## src/rtl/snv_pkg.sv

```systemverilog
// Shared types for the shadowed nonvolatile RAM controller.
package snv_pkg;
    // Transfer sequencer state: idle, RAM-to-mirror, mirror-to-RAM.
    typedef enum logic [1:0] {
        XF_IDLE    = 2'd0,
        XF_SAVE    = 2'd1,
        XF_RESTORE = 2'd2
    } xfer_t;
endpackage

```

## src/rtl/snv_trigger.sv

```systemverilog
// Detects the save and restore trigger edges and arbitrates between them.
// Assumes inputs are synchronous to clk. The edge registers reset to the
// inactive level, so power that is already good at reset starts nothing.
// Save wins over restore. Triggers are passed on only when the sequencer is idle.
module snv_trigger (
    input  logic clk,
    input  logic rst_n,
    input  logic idle,
    input  logic pwr_good,
    input  logic save_req_n,
    input  logic restore_req_n,
    output logic start_save,
    output logic start_restore
);
    logic pwr_q;
    logic sv_q;
    logic rs_q;
    logic want_save;
    logic want_restore;

    // Hold last-cycle levels for edge detection.
    always_ff @(posedge clk) begin
        if (!rst_n) begin
            pwr_q <= 1'b1;
            sv_q  <= 1'b1;
            rs_q  <= 1'b1;
        end else begin
            pwr_q <= pwr_good;
            sv_q  <= save_req_n;
            rs_q  <= restore_req_n;
        end
    end

    // Combine sources and apply save-over-restore priority.
    always_comb begin
        want_save     = (sv_q & ~save_req_n) | (pwr_q & ~pwr_good);
        want_restore  = (rs_q & ~restore_req_n) | (~pwr_q & pwr_good);
        start_save    = idle & want_save;
        start_restore = idle & want_restore & ~want_save;
    end
endmodule

```

## src/rtl/snv_xfer_ctrl.sv

```systemverilog
// Sequencer for whole-array transfers. It steps one word per cycle from
// address 0 to DEPTH-1, pulses done after the last word, and flags a save
// that outlives SAVE_BUDGET cycles. Assumes DEPTH is a power of two.
module snv_xfer_ctrl
    import snv_pkg::*;
#(
    parameter int unsigned ADDR_W      = 4,
    parameter int unsigned SAVE_BUDGET = 32
) (
    input  logic              clk,
    input  logic              rst_n,
    input  logic              start_save,
    input  logic              start_restore,
    output xfer_t             state,
    output logic [ADDR_W-1:0] addr,
    output logic              done,
    output logic              deadline_miss
);
    localparam int unsigned DEPTH    = 1 << ADDR_W;
    localparam bit          CAN_MISS = (SAVE_BUDGET < DEPTH);

    logic last;
    logic over;

    // Detect the final word and the budget overrun point.
    always_comb begin
        last = &addr;
        over = CAN_MISS && (state == XF_SAVE) && (32'(addr) >= SAVE_BUDGET);
    end

    // Sequencer state and walking address.
    always_ff @(posedge clk) begin
        if (!rst_n) begin
            state <= XF_IDLE;
            addr  <= '0;
        end else begin
            unique case (state)
                XF_IDLE: begin
                    addr <= '0;
                    if (start_save)         state <= XF_SAVE;
                    else if (start_restore) state <= XF_RESTORE;
                end
                default: begin
                    addr <= addr + 1'b1;
                    if (last) state <= XF_IDLE;
                end
            endcase
        end
    end

    // Completion pulse and sticky overrun flag.
    always_ff @(posedge clk) begin
        if (!rst_n) begin
            done          <= 1'b0;
            deadline_miss <= 1'b0;
        end else begin
            done <= (state != XF_IDLE) && last;
            if (over) deadline_miss <= 1'b1;
        end
    end
endmodule

```

## src/rtl/snv_arrays.sv

```systemverilog
// The volatile RAM, its nonvolatile mirror, and the host port. The host is
// served only when idle and powered. The sequencer address drives the
// copy in either direction. The mirror has no reset, because it models storage
// that survives one.
module snv_arrays
    import snv_pkg::*;
#(
    parameter int unsigned ADDR_W = 4,
    parameter int unsigned DATA_W = 8
) (
    input  logic              clk,
    input  logic              rst_n,
    input  xfer_t             state,
    input  logic [ADDR_W-1:0] xfer_addr,
    input  logic              pwr_good,
    input  logic              host_en,
    input  logic              host_we,
    input  logic [ADDR_W-1:0] host_addr,
    input  logic [DATA_W-1:0] host_wdata,
    output logic              host_ack,
    output logic [DATA_W-1:0] host_rdata
);
    localparam int unsigned DEPTH = 1 << ADDR_W;

    logic [DATA_W-1:0] ram    [DEPTH];
    logic [DATA_W-1:0] mirror [DEPTH];

    // Host acceptance gate.
    always_comb host_ack = host_en & pwr_good & (state == XF_IDLE);

    // RAM: cleared by reset, written by the host or by a restore.
    always_ff @(posedge clk) begin
        if (!rst_n) begin
            for (int i = 0; i < DEPTH; i++) ram[i] <= '0;
        end else if (host_ack && host_we) begin
            ram[host_addr] <= host_wdata;
        end else if (state == XF_RESTORE) begin
            ram[xfer_addr] <= mirror[xfer_addr];
        end
    end

    // Mirror: written only by a save.
    always_ff @(posedge clk) begin
        if (state == XF_SAVE) mirror[xfer_addr] <= ram[xfer_addr];
    end

    // Registered host read data.
    always_ff @(posedge clk) begin
        if (!rst_n)                  host_rdata <= '0;
        else if (host_ack && !host_we) host_rdata <= ram[host_addr];
    end
endmodule

```

## src/rtl/shadow_nvram.sv

```systemverilog
// Top level of the shadowed nonvolatile RAM controller: trigger detection,
// transfer sequencer and the two arrays. SAVE_BUDGET is the save time
// limit in clock cycles.
module shadow_nvram
    import snv_pkg::*;
#(
    parameter int unsigned ADDR_W      = 4,
    parameter int unsigned DATA_W      = 8,
    parameter int unsigned SAVE_BUDGET = 32
) (
    input  logic              clk,
    input  logic              rst_n,
    input  logic              pwr_good,
    input  logic              save_req_n,
    input  logic              restore_req_n,
    input  logic              host_en,
    input  logic              host_we,
    input  logic [ADDR_W-1:0] host_addr,
    input  logic [DATA_W-1:0] host_wdata,
    output logic              host_ack,
    output logic [DATA_W-1:0] host_rdata,
    output logic              busy,
    output logic              done,
    output logic              deadline_miss
);
    xfer_t             state;
    logic [ADDR_W-1:0] xfer_addr;
    logic              start_save;
    logic              start_restore;

    // Busy whenever the sequencer is not idle.
    always_comb busy = (state != XF_IDLE);

    snv_trigger u_trig (
        .clk          (clk),
        .rst_n        (rst_n),
        .idle         (~busy),
        .pwr_good     (pwr_good),
        .save_req_n   (save_req_n),
        .restore_req_n(restore_req_n),
        .start_save   (start_save),
        .start_restore(start_restore)
    );

    snv_xfer_ctrl #(.ADDR_W(ADDR_W), .SAVE_BUDGET(SAVE_BUDGET)) u_ctrl (
        .clk          (clk),
        .rst_n        (rst_n),
        .start_save   (start_save),
        .start_restore(start_restore),
        .state        (state),
        .addr         (xfer_addr),
        .done         (done),
        .deadline_miss(deadline_miss)
    );

    snv_arrays #(.ADDR_W(ADDR_W), .DATA_W(DATA_W)) u_arr (
        .clk       (clk),
        .rst_n     (rst_n),
        .state     (state),
        .xfer_addr (xfer_addr),
        .pwr_good  (pwr_good),
        .host_en   (host_en),
        .host_we   (host_we),
        .host_addr (host_addr),
        .host_wdata(host_wdata),
        .host_ack  (host_ack),
        .host_rdata(host_rdata)
    );
endmodule

```

## config.mk

```make
export PLATFORM = sky130hd
export DESIGN_NAME = shadow_nvram
export DESIGN_NICKNAME = d
export VERILOG_FILES = /design/src/rtl/snv_pkg.sv /design/src/rtl/snv_trigger.sv /design/src/rtl/snv_xfer_ctrl.sv /design/src/rtl/snv_arrays.sv /design/src/rtl/shadow_nvram.sv
export SDC_FILE = /design/constraint.sdc
export NUM_CORES = 1
export LEC_CHECK = 0
export BUFFER_PORTS_ARGS = -buffer_cell sky130_fd_sc_hd__buf_2
export CAP_MARGIN = 20
export CORE_MARGIN = 4
export CORE_UTILIZATION = 24
export DETAILED_ROUTE_END_ITERATION = 10
export GPL_TIMING_DRIVEN = 0
export SYNTH_ARGS = -nofsm -noshare
export SYNTH_HDL_FRONTEND = slang
export SYNTH_SLANG_ARGS = --single-unit
```

## constraint.sdc

```tcl
create_clock -name clk -period 2.5 [get_ports clk]
set_clock_uncertainty 0.15 [all_clocks]
set_input_delay 0.5 -clock clk [delete_from_list [all_inputs] [get_ports clk]]
set_output_delay 0.5 -clock clk [all_outputs]
set_load 0.02 [all_outputs]
```

Word level (Yosys, flattened, before mapping)
Memory sizes are Yosys's and may differ from the RTL's. A register that Yosys moved wholly into a read port is not among the register bits.
Cells that the tools add are included.
{"block": "totals", "n_memories": 2, "output_inout_bits": 12, "reg_bits": 10, "word_cells": 65, "input_bits": 19, "ramBits": 256}
{"memory": "u_arr.mirror", "depth": 16, "word_bits": 8, "read_ports": 1, "rd_ports_with_merged_regs": 1, "write_ports": 1, "line": "snv_arrays.sv:26", "rtl": "logic [DATA_W-1:0] mirror [DEPTH];"}
{"memory": "u_arr.ram", "depth": 16, "word_bits": 8, "read_ports": 2, "rd_ports_with_merged_regs": 2, "write_ports": 16, "line": "snv_arrays.sv:25", "rtl": "logic [DATA_W-1:0] ram [DEPTH];"}
{"block": "classes", "muxes": 22, "eq_ne": 3, "add_sub_neg": 1, "bitwise": 18, "reduce_logical": 13}
{"operator": "$mux 4", "n": 4}
{"operator": "$mux 8", "n": 2}
{"operator": "$reduce_or 8->1", "n": 2}
{"operator": "$mux 1", "n": 12}
{"operator": "$and 1x1->1", "n": 9}
{"operator": "$mux 2", "n": 4}
{"operator": "$not 1->1", "n": 7}
{"operator": "$add 4x1->4 const B", "n": 1}
{"operator": "$reduce_and 4->1", "n": 1}
{"operator": "$reduce_bool 2->1", "n": 2}
{"operator": "$logic_and 1x1->1", "n": 3}
{"operator": "$ne 3x3->1 const B", "n": 1}
{"operator": "$eq 2x1->1 const B", "n": 1}
{"operator": "$eq 2x2->1 const B", "n": 1}
{"operator": "$logic_not 1->1", "n": 2}
{"operator": "$logic_not 2->1", "n": 1}
{"operator": "$or 1x1->1", "n": 2}
{"operator": "$reduce_and 2->1", "n": 1}
{"operator": "$reduce_or 2->1", "n": 1}

Logic depth before layout (Yosys ltp)
Gate-level depths: netlist (run 1).
{"block": "depth", "word_depth": 9, "mapped_depth": 9, "mapped_depth_nobuf": 5}

By module
From an unflattened synthesis (run 1), not the netlist that was laid out.
{"block": "unflattened", "cells_unflattened": 813, "area_unflattened_um2": 12911.1}
{"module": "snv_arrays", "cells_each": 768, "area_each_um2": 12503.2, "n_inst": 1, "seq_area_each_um2": 7847.5}
{"module": "snv_xfer_ctrl", "cells_each": 29, "area_each_um2": 279.0, "n_inst": 1, "seq_area_each_um2": 140.1}
{"module": "snv_trigger", "cells_each": 14, "area_each_um2": 118.9, "n_inst": 1, "seq_area_each_um2": 60.1}
{"module": "shadow_nvram", "cells_each": 2, "area_each_um2": 10.0, "n_inst": 1, "seq_area_each_um2": 0.0}

Least setup slack after synthesis (run 1)
Ideal clock, no wire load.
{"block": "synth_timing", "path_type": "register to register", "from": "reg u_ctrl.addr[0] (netlist name)", "to": "mem u_arr.mirror[0][0], data pin", "t_arrival_ns": 2.188, "stages_incl_launch_ff": 7, "path_buffers": 4, "required_ns": 2.048, "synth_period_minus_slack_ns": 2.639, "setup_slack_ns": -0.139, "cell_sequence": "dfxtp_1 buf_6 buf_12 buf_4 buf_2 mux4_2 mux4_2"}
{"element": "end: declaration", "line": "snv_arrays.sv:26"}

==> flow_summary.json, run 1 <==
{
  "dieArea_um2": 57200,
  "cts_tree": "done",
  "ys_seq_elements": 274,
  "rrSetupSlack_ps": -220,
  "die_w_um": 239,
  "tightest_slew_ps": 1170,
  "core-area_um2": 52800,
  "min_to": "u_trig.pwr_q",
  "dp_hpwl_um": 26500,
  "drv_cap": 0,
  "worstReg2RegEnd": "u_arr.ram[10][4]",
  "hold_viol_final": 0,
  "synth.largest_area_cell": "edfxtp_1",
  "stdcell_count": 1658,
  "required_ps": 2540,
  "clock_sinks": 274,
  "synth_edf_count": 256,
  "p_seq_frac": 0.479,
  "grt_pass1_wl_um": 57700,
  "synth.avg_cell_area_um2": 15.5,
  "slowest_delay_ps": 650,
  "grt_max_degree": 17,
  "drt_iter0_drc": 976,
  "vdd_drop_max_v": 0.000497,
  "path_cells": "and4bb_2 > and4b_2 > o21ai_2 > nand2_2",
  "synthArstFlopShare": 0,
  "synthesis.nets": 849,
  "arrival_ps": 2760,
  "netSwitchingPower_mw": 2.73,
  "netlist.area_leader.share": 0.599,
  "firstDrtPassIters": 6,
  "netlist_instances": 826,
  "switching_share": 0.250,
  "p_int_mw": 8.18,
  "nets": 969,
  "clock_latency_ps": 570,
  "clockBufferDepth": 3,
  "power.density_nw_per_um2": 645,
  "fin_ws_ps": -222,
  "grt_pass1_vias": 8636,
  "cts_buffers": 30,
  "fmax_mhz": 367,
  "gp_congestion": 0.917,
  "r2r_cells": 4,
  "setup_violations": 276,
  "period_share": 1.09,
  "grt_usage": 0.138,
  "cts_htree_levels": 1,
  "combPwrFrac": 0.140,
  "vias": 8565,
  "grt_overflow_total": 0,
  "maxSlewViolCount": 0,
  "synth-main-ff-cell": "edfxtp_1",
  "synth.distinct_cells": 53,
  "ios": 31,
  "slew_headroom": 0.223,
  "yosysSeqAreaShare": 0.627,
  "clkPwrFrac": 0.381,
  "drt-total-wl_um": 40400,
  "dpl_worst_slack_ps": -1500,
  "timing.rr.start": "u_ctrl.state[0]",
  "violations": "negative setup slack",
  "cp-start-kind": "flop",
  "clock-root-buffer": "clkbuf_16",
  "die-height_um": 239,
  "rows": 84,
  "drc_errors": 0,
  "area_growth_pct": 31.8,
  "crit_fanout": 9,
  "clk_pin_slew_ps": 60,
  "hold_start": "pwr_good",
  "postRouteAntennaNets": 0,
  "critPathCaptureType": "flop",
  "synth_area_leaders": "edfxtp_1, mux4_2, nor3_1",
  "mappedNetlistArea_um2": 12800,
  "drive_gt1_frac": 0.492,
  "cellLeakagePower_nw": 5.57,
  "yosysWarnings": 0,
  "antenna_found_initial": 2,
  "crit_slowest_cell": "o21ai_2",
  "critPathKind": "reg2reg",
  "min_path_cells": 2,
  "dp.cells": 1541,
  "start_util": 0.243,
  "rsz0062_at_grt": "yes",
  "portBuffers": 27,
  "wl_per_cell_um": 24.4,
  "status": "finished with violations",
  "hold_class": "in2reg",
  "fin_crit_ps": 2720,
  "vias_per_cell": 5.17
}
-- how the worst max path moves through the flow --
stage | from | endpoint | slack, ps | cells after the start
2_1_floorplan | rst_n | u_arr.ram[11][0] | -30 | 7
3_3_place_gp | rst_n | u_arr.ram[15][4] | -1440 | 8
3_5_place_dp | rst_n | u_arr.ram[15][4] | -1500 | 8
4_1_cts | u_ctrl.addr[1] | u_arr.mirror[7][6] | -200 | 6
5_1_grt | u_ctrl.state[0] | u_arr.ram[0][1] | -200 | 6
6_report | u_ctrl.state[0] | u_arr.ram[10][4] | -220 | 4
-- critical path: cells and delay by family (launching register included) --
family / cells / cell delay [ps]
flip-flops: 1 / 490
AND/OR/NAND/NOR: 3 / 1050
AO/OA/AOI/OAI: 1 / 650
-- cell type report --
cell class / instances / area [um2]
fillers: 5087 / 35800
inverters: 16 / 60.1
clock buffers: 35 / 791
well taps: 688 / 861
flip-flops and latches: 274 / 8060
clock inverters: 19 / 121
plain buffers: 56 / 533
diodes: 2 / 5.00
repair buffers: 91 / 976
multi-input cells: 477 / 5510
-- kinds of logic (layout without fill, tap and decap cells) --
group,Yosys count,count (layout),synth area share
muxes,136,136,0.194
xor gates and xnor gates,2,2,0.00137
buffers and inverters,75,217,0.0329
and+or+nand+nor,274,274,0.103
DFF,274,274,0.627
AOI/OAI and AO/OA,60,60,0.0375
adders and majority gates,4,4,0.00390
other,1,3,0.000292
-- per-stage QoR --
| stage | power [mW] | setup TNS [ps] | utilization | instance area, um2 | hold WS [ps] |
|---|---|---|---|---|---|
| after floorplan | 6.00 | -597 | - | 12900 | 326 |
| after global placement | 6.39 | -304730 | 0.263 | 13900 | 280 |
| after detailed placement | 6.41 | -305910 | 0.263 | 13900 | 286 |
| after CTS | 10.8 | -30300 | 0.304 | 16000 | 17.8 |
| after global routing | 11.2 | -42600 | 0.320 | 16900 | 55.4 |
| final | 10.9 | -29680 | 0.321 | 16900 | 25.0 |
-- synth_stat cells (3+ instances only) --
library cell and n:
buf_2 18, clkbuf_1 24, o22ai_1 3, mux4_2 77, a211oi_2 4, and3_1 11
nand3_1 7, a21oi_1 4, ha_1 4, a2111oi_0 4, inv_1 15, buf_6 5
or2_2 4, mux2i_1 26, mux2_2 23, nor3_1 117, mux4_1 8, and2_1 10
dfxtp_1 18, a222oi_1 7, o21ai_0 3, o21ai_1 5, buf_4 7, edfxtp_1 256
nand2_1 57, a22oi_1 16, a211oi_1 4, nor2_1 46, nor3b_1 3, o2111a_1 3
nor2b_1 7
-- routing by layer --
| metal | routed length, um | share of wire | vias up | track usage |
|---|---|---|---|---|
| li1 | - | - | 3558 | - |
| met1 | 15100 | 0.37 | 4378 | 0.177 |
| met2 | 19000 | 0.47 | 533 | 0.222 |
| met3 | 4710 | 0.12 | 96 | 0.0404 |
| met4 | 1640 | 0.041 | 0 | 0.0498 |
| met5 | 0 | 0 | - | 0 |
-- what timing repair did --
action,4_1_cts,5_1_grt
resized for setup,190,192
setup buffers,48,5
endpoints found under the setup margin,464,475
hold buffers,2,0
endpoints found under the hold margin,2,0
pin swaps,32,79
cloned,8,1
-- cell usage in the layout (no fill, tap or decap), types with 5 or more instances in the layout --
cell       netlist  final
buf_2           18     30
buf_6            5     20
nand2_2          0     13
nand3_1          7      7
and2_1          10      9
mux4_2          77     84
edfxtp_1       256    256
buf_12           2     23
a22oi_1         16     11
buf_8            2     15
clkbuf_16        0     33
mux2i_1         26     22
a22oi_2          0      5
nor2_4           0      6
nor3_1         117     31
nor2b_1          7      6
dfxtp_1         18     14
nand2_4          0     15
nor3_2           0     56
nand2_1         57     29
buf_4            7     32
mux2_2          23     20
a2111oi_4        0      5
inv_1           15     15
and3_2           0      7
clkbuf_1        24     10
nor2_2           0     11
mux2_4           0      5
clkbuf_2         0     13
a222oi_1         7      7
nor2_1          46     29
clkinv_1         0     10
nor3_4           0     30
-- power groups by stage --
stage          Combinational, mW  Sequential, mW  Clock [mW]
2_1_floorplan              0.705            5.30           0
3_3_place_gp                1.09            5.31           0
3_5_place_dp                1.10            5.32           0
4_1_cts                     1.42            5.22        4.21
5_1_grt                     1.59            5.23        4.40
6_report                    1.53            5.22        4.16
-- flip-flops by register name, summed over array words and instances (netlist names) --
name              cells
u_trig.pwr_q          1
u_arr.mirror        128
u_trig.sv_q           1
u_arr.host_rdata      8
u_ctrl.done           1
u_ctrl.state          2
u_ctrl.addr           4
u_arr.ram           128
u_trig.rs_q           1
No activity file was read; power rests on OpenSTA's default activity.
==> inputs of run 2 (changes only) <==
--- a/config.mk
+++ b/config.mk
@@ -11,6 +11,7 @@
 export CORE_UTILIZATION = 24
 export DETAILED_ROUTE_END_ITERATION = 10
 export GPL_TIMING_DRIVEN = 0
+export SETUP_SLACK_MARGIN = 0.05
 export SYNTH_ARGS = -nofsm -noshare
 export SYNTH_HDL_FRONTEND = slang
 export SYNTH_SLANG_ARGS = --single-unit
==> constraint.sdc (replaced) <==
create_clock -name clk -period 2.5 [get_ports clk]
set_clock_uncertainty 0.15 [all_clocks]
set_input_delay 0.5 -clock clk [delete_from_list [all_inputs] [get_ports clk]]
set_output_delay 0.5 -clock clk [all_outputs]
set_load 0.005 [all_outputs]
==> run 2 against run 1 <==
- the run still ends with negative setup slack left
- cell area decreased by 1.9%
- final cell count increased by 0.18%
- sequential power about the same
- highest routed layer is now met5
- flip-flop and latch count unchanged
- worst setup slack improved by 65 ps
- sequential share of layout area increased by 0.94 points
==> flow_summary.json, run 2 (synthesis results as in run 1) <==
{
  "cp-start-kind": "flop",
  "cts_htree_levels": 1,
  "period_share": 1.06,
  "cts_buffers": 30,
  "crit_slowest_cell": "mux4_2",
  "min_path_cells": 2,
  "clock_sinks": 274,
  "fin_util": 0.314,
  "core-area_um2": 52800,
  "arrival_ps": 2780,
  "drive_gt1_frac": 0.444,
  "grt_usage": 0.138,
  "clock-root-buffer": "clkbuf_16",
  "holdWs_ps": 26.9,
  "r2r_cells": 6,
  "vias": 8614,
  "nets": 971,
  "antenna_found_initial": 2,
  "critPathCaptureType": "flop",
  "reg_top3": "u_arr.mirror (128), u_arr.ram (128), u_arr.host_rdata (8)",
  "dp_hpwl_um": 25900,
  "post_dp_cell_area_um2": 13900,
  "postRouteAntennaNets": 0,
  "crit_fanout": 8,
  "setup_violations": 174,
  "rsz0062_at_grt": "yes",
  "clock_latency_ps": 570,
  "critical_path.top_delay_family": "multiplexers",
  "die_w_um": 239,
  "dp.cells": 1541,
  "grt_overflow_total": 0,
  "grt_max_degree": 17,
  "critPathKind": "reg2reg",
  "hold_viol_final": 0,
  "register_area_um2": 8060,
  "status": "finished with violations",
  "stdcell_count": 1661,
  "cts_tree": "done",
  "start_util": 0.243,
  "fin_crit_ps": 2660,
  "area_growth_pct": 29.2,
  "critical_path_depth": 6,
  "portBuffers": 27,
  "layout_commonest_cell": "edfxtp_1",
  "mostFrequentLayoutCells": "edfxtp_1, nor3_1, mux4_2",
  "cp_common_cell": "buf_12",
  "drc_errors": 0,
  "hold_class": "in2reg",
  "tightest_slew_ps": 1160,
  "maxSlewViolCount": 0,
  "ios": 31,
  "cellLeakagePower_nw": 5.58,
  "required_ps": 2620,
  "fin_ws_ps": -156,
  "grt_pass1_wl_um": 58700,
  "power.density_nw_per_um2": 670,
  "gp_congestion": 0.907,
  "path_cells": "buf_12 > buf_12 > buf_12 > buf_12 > mux4_2 > mux4_2",
  "drt_iter0_drc": 1329,
  "wl_per_cell_um": 24.6,
  "rows": 84,
  "fmax_mhz": 376,
  "grt_pass1_vias": 8512,
  "slowest_delay_ps": 640,
  "dieArea_um2": 57200,
  "drt-total-wl_um": 40900,
  "drv_cap": 0,
  "dpl_worst_slack_ps": -1270,
  "firstDrtPassIters": 6,
  "clk_pin_slew_ps": 70,
  "vias_per_cell": 5.19,
  "fill_cells": 5092,
  "clockBufferDepth": 3,
  "die-height_um": 239,
  "violations": "negative setup slack",
  "final_cell_area_um2": 16600,
  "vdd_drop_max_v": 0.000455,
  "worst-path-buf-inv": 4,
  "multi_input_area_um2": 5160,
  "slew_headroom": 0.224
}
==> run 2: report_power, final <==
part / switching, mW / internal, mW
clock: 1.89 / 2.51
combinational: 0.837 / 0.649
sequential: 0.0583 / 5.16
total: 2.79 / 8.33
==> run 2: worst paths after layout <==
check,start,endpoint,slack [ps]
worst max-delay path,u_ctrl.addr[0],u_arr.mirror[11][6],-160
worst min-delay path,pwr_good,u_trig.pwr_q,30
worst max register to register,u_ctrl.addr[0],u_arr.mirror[11][6],-160
worst min register to register,u_arr.host_rdata[0],u_arr.host_rdata[0],280
==> run 2: cell type report <==
type,count,area share
Multi-Input combinational cell,478,0.311
Antenna cell,1,0.000151
Timing Repair Buffer,91,0.0552
Sequential cell,274,0.486
Buffer,57,0.0327
Clock inverter,20,0.0110
Tap cell,688,0.0519
Inverter,16,0.00362
Clock buffer,36,0.0484
==> run 2: per-layer routing <==
layer | share of wire | track usage | up-vias
met5 | 0.0014 | 0 | -
met4 | 0.045 | 0.0494 | 4
met3 | 0.11 | 0.0324 | 134
met2 | 0.47 | 0.224 | 574
met1 | 0.38 | 0.182 | 4346
li1 | - | - | 3556
==> run 2: through the flow <==
stage               power, mW  setup TNS, ps
floorplan                5.99           -597
global placement         6.39        -296460
detailed placement       6.41        -297250
CTS                      11.1         -31640
global route             11.4         -19400
finish                   11.1         -14760
==> run 2: timing repair <==
item,CTS,global route
pin swaps,30,17
endpoints found under the setup margin,464,407
hold endpoints to repair,2,0
gates resized for setup,216,85
hold buffers,2,0
cloned,9,2
buffers inserted,44,10
